`src/rtl/booth_pkg.sv`:
```
package booth_pkg;

   typedef enum logic {
      ST_IDLE = 1'b0,
      ST_RUN  = 1'b1
   } booth_state_e;

   typedef enum logic [1:0] {
      STEP_HOLD = 2'd0,
      STEP_ADD  = 2'd1,
      STEP_SUB  = 2'd2
   } booth_step_e;

   // Radix-2 recoding of the lowest bit pair: {current, previous}.
   function automatic booth_step_e recode(input logic [1:0] pair);
      case (pair)
         2'b01:   return STEP_ADD;
         2'b10:   return STEP_SUB;
         default: return STEP_HOLD;
      endcase
   endfunction

endpackage

```
`src/rtl/booth_recode.sv`:
```
module booth_recode
   import booth_pkg::*;
(
   input  logic [1:0]  pair,
   output booth_step_e op
);
   always_comb op = recode(pair);
endmodule

```
`src/rtl/booth_step.sv`:
```
module booth_step
   import booth_pkg::*;
#(
   parameter int OP_W  = 8,
   parameter int ACC_W = OP_W + 1,
   localparam int REG_W = ACC_W + OP_W + 1
) (
   input  logic [REG_W-1:0] reg_in,
   input  logic [ACC_W-1:0] pos_val,
   input  logic [ACC_W-1:0] neg_val,
   output logic [REG_W-1:0] reg_out
);
   booth_step_e        op;
   logic [ACC_W-1:0]   upper;
   logic [ACC_W-1:0]   addend;
   logic [ACC_W-1:0]   sum;

   booth_recode u_rec (
      .pair (reg_in[1:0]),
      .op   (op)
   );

   assign upper = reg_in[REG_W-1 -: ACC_W];

   always_comb begin
      case (op)
         STEP_ADD: addend = pos_val;
         STEP_SUB: addend = neg_val;
         default:  addend = '0;
      endcase
   end

   assign sum = upper + addend;

   // Arithmetic right shift of {sum, multiplier field, appended bit}.
   assign reg_out = {sum[ACC_W-1], sum, reg_in[OP_W:1]};
endmodule

```
`src/rtl/booth_ctrl.sv`:
```
module booth_ctrl
   import booth_pkg::*;
#(
   parameter int OP_W = 8,
   localparam int CNT_W = $clog2(OP_W + 1)
) (
   input  logic clk,
   input  logic rst_n,
   input  logic start,
   output logic load,
   output logic step,
   output logic finish,
   output logic busy,
   output logic done
);
   localparam logic [CNT_W-1:0] LAST = CNT_W'(OP_W - 1);

   booth_state_e      state;
   logic [CNT_W-1:0]  cnt;

   assign load   = (state == ST_IDLE) && start;
   assign step   = (state == ST_RUN);
   assign finish = step && (cnt == LAST);
   assign busy   = step;

   always_ff @(posedge clk or negedge rst_n) begin
      if (!rst_n) begin
         state <= ST_IDLE;
         cnt   <= '0;
         done  <= 1'b0;
      end else begin
         done <= finish;
         case (state)
            ST_IDLE: begin
               if (start) begin
                  state <= ST_RUN;
                  cnt   <= '0;
               end
            end
            ST_RUN: begin
               if (cnt == LAST) state <= ST_IDLE;
               else             cnt   <= cnt + 1'b1;
            end
            default: state <= ST_IDLE;
         endcase
      end
   end
endmodule

```
`src/rtl/booth_mul_seq.sv`:
```
module booth_mul_seq #(
   parameter int OP_W      = 8,
   parameter int GUARD_BIT = 1
) (
   input  logic              clk,
   input  logic              rst_n,
   input  logic              start,
   input  logic [OP_W-1:0]   mcand,
   input  logic [OP_W-1:0]   mplier,
   output logic              busy,
   output logic              done,
   output logic [2*OP_W-1:0] product
);
   localparam int ACC_W  = OP_W + GUARD_BIT;
   localparam int REG_W  = ACC_W + OP_W + 1;
   localparam int PROD_W = 2 * OP_W;

   if (OP_W < 2) begin : g_bad_width
      $error("booth_mul_seq: OP_W must be at least 2");
   end
   if (GUARD_BIT != 0 && GUARD_BIT != 1) begin : g_bad_guard
      $error("booth_mul_seq: GUARD_BIT must be 0 or 1");
   end

   logic              load, step, finish;
   logic [REG_W-1:0]  work_q, step_out;
   logic [ACC_W-1:0]  pos_q, neg_q, pos_ext, neg_ext;
   logic [PROD_W-1:0] product_q;
   logic              unused_bits;

   // Multiplicand, widened to the accumulator field.
   if (GUARD_BIT == 1) begin : g_guard
      assign pos_ext = {mcand[OP_W-1], mcand};
   end else begin : g_noguard
      assign pos_ext = mcand;
   end
   assign neg_ext = ~pos_ext + 1'b1;

   booth_ctrl #(.OP_W(OP_W)) u_ctrl (
      .clk    (clk),
      .rst_n  (rst_n),
      .start  (start),
      .load   (load),
      .step   (step),
      .finish (finish),
      .busy   (busy),
      .done   (done)
   );

   booth_step #(.OP_W(OP_W), .ACC_W(ACC_W)) u_step (
      .reg_in  (work_q),
      .pos_val (pos_q),
      .neg_val (neg_q),
      .reg_out (step_out)
   );

   always_ff @(posedge clk or negedge rst_n) begin
      if (!rst_n) begin
         work_q    <= '0;
         pos_q     <= '0;
         neg_q     <= '0;
         product_q <= '0;
      end else begin
         if (load) begin
            work_q <= {{ACC_W{1'b0}}, mplier, 1'b0};
            pos_q  <= pos_ext;
            neg_q  <= neg_ext;
         end else if (step) begin
            work_q <= step_out;
         end
         if (finish) product_q <= step_out[PROD_W:1];
      end
   end

   assign unused_bits = ^{step_out[REG_W-1], step_out[0]};
   assign product     = product_q;
endmodule

```
`config.mk`:
```
export PLATFORM = sky130hd
export DESIGN_NAME = booth_mul_seq
export DESIGN_NICKNAME = d
export VERILOG_FILES = /design/src/rtl/booth_pkg.sv /design/src/rtl/booth_recode.sv /design/src/rtl/booth_step.sv /design/src/rtl/booth_ctrl.sv /design/src/rtl/booth_mul_seq.sv
export SDC_FILE = /design/constraint.sdc
export NUM_CORES = 1
export LEC_CHECK = 0
export BUFFER_PORTS_ARGS = -buffer_cell sky130_fd_sc_hd__buf_2
export CAP_MARGIN = 5
export CORE_MARGIN = 4
export CORE_UTILIZATION = 46
export DETAILED_ROUTE_END_ITERATION = 8
export PLACE_DENSITY_LB_ADDON = 0.15
export SYNTH_ARGS = -nofsm -noshare
export SYNTH_HDL_FRONTEND = slang
export SYNTH_SLANG_ARGS = --single-unit
```
`constraint.sdc`:
```
create_clock -name clk -period 2.7 [get_ports clk]
set_input_delay 0.405 -clock clk [delete_from_list [all_inputs] [get_ports clk]]
set_output_delay 0.405 -clock clk [all_outputs]
set_load 0.02 [all_outputs]
```
**After elaboration in Yosys (flattened, before gate mapping)**

Index checks and enable logic that the tools add are counted.

- Flip-flop bits (word level): 57
- Latch bits: 0
- RAM bits: 0
- Bits in read-only memories: 0
- Bits of input ports: 19
- Output and inout port bits: 18
- Logic and storage cells: 33
- Memories kept: 0

- Add/sub/neg operators: 3
- Multiply operators: 0
- Divide/modulo/power cells: 0
- $lt $le $gt $ge: 0
- Equal/unequal tests: 7
- Shifts and indexed selects: 0
- Mux-type cells: 10
- Bitwise gates (word level): 2
- Reductions and logical operators: 4

Operators by type and width:

| cell | number |
|---|---|
| two-way mux 18 bit | 2 |
| one-hot mux 9 bit (2 select lines) | 1 |
| adder 9 x 1 -> 9 bit (second input constant) | 1 |
| adder 9 bit | 1 |
| inverter 9 bit | 1 |
| two-way mux 4 bit | 2 |
| one-hot mux 4 bit (2 select lines) | 1 |
| adder 4 x 1 -> 4 bit (second input constant) | 1 |
| equality test 2 x 1 -> 1 bit (second input constant) | 2 |
| equality test 2 bit (second input constant) | 2 |
| equality test 4 x 3 -> 1 bit (second input constant) | 1 |
| != test 2 bit (second input constant) | 2 |
| one-hot mux 2 bit (2 select lines) | 1 |
| logical AND 1 bit | 2 |
| two-way mux 1 bit | 2 |
| one-hot mux 1 bit (2 select lines) | 1 |
| AND reduction 2 bit | 1 |
| nonzero test 2 bit | 1 |
| inverter 1 bit | 1 |

**Longest topological paths before layout**

- Word-level depth: 7
- Mapped depth: 13
- Gate-level depth less buffers: 12

**Cells and area by module**

Synthesis repeated with hierarchy kept, for this count alone.

- Cell total of the unflattened synthesis: 265
- Area total of the unflattened synthesis: 2,957.8 µm²

Modules (own cells, without submodules):

| module | instances | cells each | area each (µm²) | seq. area each (µm²) |
|---|---|---|---|---|
| booth_mul_seq | 1 | 155 | 2,058.2 | 1,251.2 |
| booth_step | 1 | 75 | 564.3 | 0.0 |
| booth_ctrl | 1 | 33 | 320.3 | 150.1 |
| booth_recode | 1 | 2 | 15.0 | 0.0 |

**Worst setup path after synthesis**

OpenSTA, ideal clock, no wires.

- Path kind: register -> register
- From: register work_q[1]
- To: register work_q[14]
- Library setup time: 122 ps
- Data arrival time: 2,507 ps
- Required time: 2,578 ps
- Setup slack: 72 ps
- Cell stages (with the launch flop): 13
- Clock period less this slack: 2,628 ps
- Cells stage by stage: dfrtp_1 -> inv_1 -> ha_1 -> clkbuf_1 -> nor3b_1 -> ha_1 -> inv_1 -> fa_1 -> nor2b_4 -> o31a_1 -> o21a_1 -> or3_1 -> a32o_1

- Longest elaborated chain between the ends: 7

RTL lines:

| what | line | source |
|---|---|---|
| start, declared | booth_mul_seq.sv:26 | `logic [REG_W-1:0] work_q, step_out;` |
| start signal, assigned | booth_mul_seq.sv:65 | `work_q <= {{ACC_W{1'b0}}, mplier, 1'b0};` |
| start signal, assigned | booth_mul_seq.sv:69 | `work_q <= step_out;` |
| equality test 2 bit / equality test 2 x 1 -> 1 bit (equally long branches) | booth_pkg.sv:16 | `case (pair)` |
| one-hot mux 2 bit (2 select lines) (*) | booth_pkg.sv:16 |  |
| equality test 2 bit / equality test 2 x 1 -> 1 bit (equally long branches) | booth_step.sv:26 | `case (op)` |
| one-hot mux 9 bit (2 select lines) (*) | booth_step.sv:26 |  |
| adder 9 bit (*) | booth_step.sv:33 | `assign sum = upper + addend;` |
| two-way mux 18 bit (*) | booth_mul_seq.sv:68 | `end else if (step) begin` |
| two-way mux 18 bit (*) | booth_mul_seq.sv:64 | `if (load) begin` |

Every way passes the cells marked *; elsewhere a longest branch is shown, timed or not. The select of a mux whose other input is x is not followed.
A chain may end at the register's enable or synchronous reset.

**Worst setup path after layout**

Ends and elaborated chain as after synthesis.

==> out/metrics.yaml <==
hold_path:
  hold_class: "in2async"
synthesis:
  synth_top_family_by_area: "simple AND/OR/NAND/NOR gates"
  synth.area.top_cells: "dfrtp_1, nand2_1, o21ai_0, ha_1, mux2i_1"
  avgSynthCellArea_um2: 9.31
  synth_xor_area_frac: 0.0482
  yosysSeqAreaShare: 0.505
  synth_compound_area_frac: 0.132
  synthMuxAreaShare: 0.0413
  ys_ff_latch: 55
  synthAdderAreaFrac: 0.0624
  synthCells: 293
  synth_nets: 325
  yosysUniqueCellTypes: 38
  yosys.area.top_type: "dfrtp_1"
  yosys_warnings: 0
  yosysTopAreaCellShare: 0.505
  yosys.area_share.simple: 0.178
  synth_area_mm2: 0.00273
cts:
  clk_pin_slew_ns: 0.10
  clk_latency_ns: 0.31
  htreeDepth: 2
  cts_tree: "done"
  cts_buffer_depth: 2
  cts-root-buf: "clkbuf_8"
  postCtsHoldBufs: 0
  cts_buffers: 5
  clock_sinks: 55
placed_design:
  dp.cells: 397
  place_congestion: 0.874
  dpl_cell_area_mm2: 0.00301
  post-dp-hpwl_um: 4300
  portBuffers: 36
power:
  power_density_mw_per_mm2: 1100
  switchingPower_mw: 1.43
  p_leak_nw: 1.59
  p_total_mw: 3.47
  pwr-share-seq: 0.412
  p_comb_frac: 0.457
  p_int_mw: 2.04
  ir_drop_v: 0.000494
  power_frac_clock: 0.130
  switching_share: 0.412
worst_setup_path:
  r2r_start: "work_q[1]"
  rrSetupSlack_ns: 0.08
  crit_type: "reg2reg"
  rr_worst_depth: 10
  crit_path_max_fanout: 9
  reg2reg_to: "work_q[14]"
  endpoint_kind: "flip-flop"
  cp.arrival_ns: 2.83
  startpoint_type: "flip-flop"
  critPathRequiredTime_ns: 2.90
timing:
  finalCritPeriodShare: 0.972
  finalMaxSlewViolations: 0
  worst_pin_slew_ns: 0.864
  min_period_ns: 2.62
  setup_viol_count_final: 0
  clock_skew_ns: 0.0169
  maxSlewHeadroom: 0.424
  hold_viol: 0
  hold_ws_ns: 0.199
  max_freq_ghz: 0.381
cells_and_area:
  layout.nets: 367
  layout-drive-gt1-share: 0.211
  area_delta_synth_final_pct: 16.2
  stdcell_count: 408
  insertedDiodeCount: 0
  num-fill-cells: 515
  design_area_mm2: 0.00317
global_route:
  grt_overflow: 0
  antenna_found_initial: 0
  grt_max_degree: 40
  grt_pass1_vias: 2045
  grt_pass1_wl_um: 10000
  grt_usage: 0.171
detailed_routing:
  viasPerCell: 5.14
  firstDrtPassIters: 4
  drtIter0Drc: 116
  wl_per_cell_um: 14.5
  wl_um: 5920
  vias: 2097
  post-route-drc-count: 0
  antenna_left: 0
floorplanning:
  die_h_um: 85.0
  fp.dieW_um: 85.0
  pin_count: 37
  core_mm2: 0.00564
  dieArea_mm2: 0.00722
  rows: 27
  start_util: 0.483
job:
  maxCapViolCount: 0
run_status:
  outcome: "finished, final reports clean"
what timing repair did:
action / CTS / global route
pin swaps: 0 / 4
setup buffers: 0 / 3
setup endpoints to repair: 1 / 6
hold endpoints to repair: 0 / 0
gates resized for setup: 2 / 11
cell families (layout without fill, tap and decap cells):
| family | after synthesis | in the layout |
|---|---|---|
| buffers and inverters | 22 | 65 |
| muxes | 11 | 11 |
| AOI/OAI and AO/OA | 60 | 60 |
| and+or+nand+nor | 117 | 117 |
| adders and majority gates | 13 | 13 |
| xor gates and xnor gates | 15 | 15 |
| DFF | 55 | 55 |
metal layers:
layer,track usage,routed length [um],up-vias
met5,0,0,-
met4,0.0417,56,0
met3,0.0311,192,5
met2,0.263,2740,25
met1,0.250,2930,1007
li1,-,-,1060
power by group through the flow:
| stage | combinational, mW | sequential [mW] | clock [mW] |
|---|---|---|---|
| finish | 1.59 | 1.43 | 0.453 |
| global route | 1.80 | 1.48 | 0.499 |
| CTS | 1.51 | 1.42 | 0.459 |
| detailed placement | 1.49 | 1.44 | 0 |
| global placement | 1.46 | 1.43 | 0 |
| floorplan | 0.936 | 1.52 | 0 |
worst max path at each step:
stage                          from     endpoint  depth (start not counted)
after floorplan           work_q[1]   work_q[14]                         12
after global placement    work_q[1]  product[15]                         11
after detailed placement  work_q[1]  product[15]                         11
after CTS                 work_q[1]  product[15]                         11
after global routing      work_q[1]   work_q[14]                         12
final                     work_q[1]   work_q[14]                         10
worst max-delay path, stage by stage, from the launching register on:
cell and delay (ns):
dfrtp_1 0.39, buf_4 0.15, ha_4 0.19, a22oi_1 0.20
nor2_1 0.07, ha_1 0.30, nor2b_4 0.13, o31a_1 0.30
o21a_1 0.18, or3_4 0.33, a32o_1 0.26
area by class of cell:
type / count / area [um2] / share of cell area
Tap cell: 72 / 90.1 / 0.0284
Multi-Input combinational cell: 216 / 1310 / 0.414
Clock buffer: 6 / 72.6 / 0.0229
Timing Repair Buffer: 48 / 270 / 0.0853
Sequential cell: 55 / 1380 / 0.435
Clock inverter: 2 / 12.5 / 0.00395
Inverter: 9 / 33.8 / 0.0107
cell usage after synthesis:
| library cell | instances |
|---|---|
| nand2_1 | 84 |
| dfrtp_1 | 55 |
| o21ai_0 | 33 |
| nor2_1 | 19 |
| ha_1 | 12 |
| xor2_1 | 10 |
| inv_1 | 9 |
| mux2i_1 | 9 |
| a22oi_1 | 8 |
| clkbuf_1 | 8 |
| a21oi_1 | 5 |
| xnor2_1 | 5 |
| buf_2 | 4 |
| a21o_1 | 2 |
| mux2_2 | 2 |
| nor2b_1 | 2 |
| nor3_1 | 2 |
| nor3b_1 | 2 |
| o21a_1 | 2 |
| o22ai_1 | 2 |
| a211oi_1 | 1 |
| a22o_1 | 1 |
| a31o_2 | 1 |
| a32o_1 | 1 |
| buf_4 | 1 |
| fa_1 | 1 |
| nand3b_1 | 1 |
| nand4_1 | 1 |
| nor2b_4 | 1 |
| nor4_1 | 1 |
| nor4b_1 | 1 |
| o211ai_1 | 1 |
| o21bai_1 | 1 |
| o31a_1 | 1 |
| o31ai_1 | 1 |
| or2_1 | 1 |
| or2_2 | 1 |
| or3_1 | 1 |
registers in the layout, summed over array words and instances (netlist names):
name	flops
neg_q	8
pos_q	8
u_ctrl.busy	1
u_ctrl.done	1
u_ctrl.cnt	4
work_q	17
product	16
cells in the final DEF (no fill, tap or decap), types with 2 or more instances in the layout:
cell,netlist,routed
o21a_1,2,2
o22ai_1,2,2
nor2b_1,2,2
a21oi_1,5,5
dfrtp_1,55,55
xnor2_1,5,5
nor2_1,19,18
ha_1,12,9
nor3_1,2,2
nand2_1,84,84
ha_4,0,2
buf_2,4,36
inv_2,0,2
xor2_1,10,10
inv_1,9,7
mux2i_1,9,9
buf_4,1,12
clkbuf_8,0,5
mux2_2,2,2
a21o_1,2,2
a22oi_1,8,7
o21ai_0,33,33
stage by stage:
step | utilization | setup WS, ns | setup TNS, ns
after floorplan | - | 0.0717 | 0
after global placement | 0.533 | 0.0648 | 0
after detailed placement | 0.533 | -0.00793 | -0.00793
after CTS | 0.549 | 0.0108 | 0
after global routing | 0.561 | -0.0265 | -0.0408
final | 0.561 | 0.0763 | 0
No activity file was read; power rests on OpenSTA's default activity.
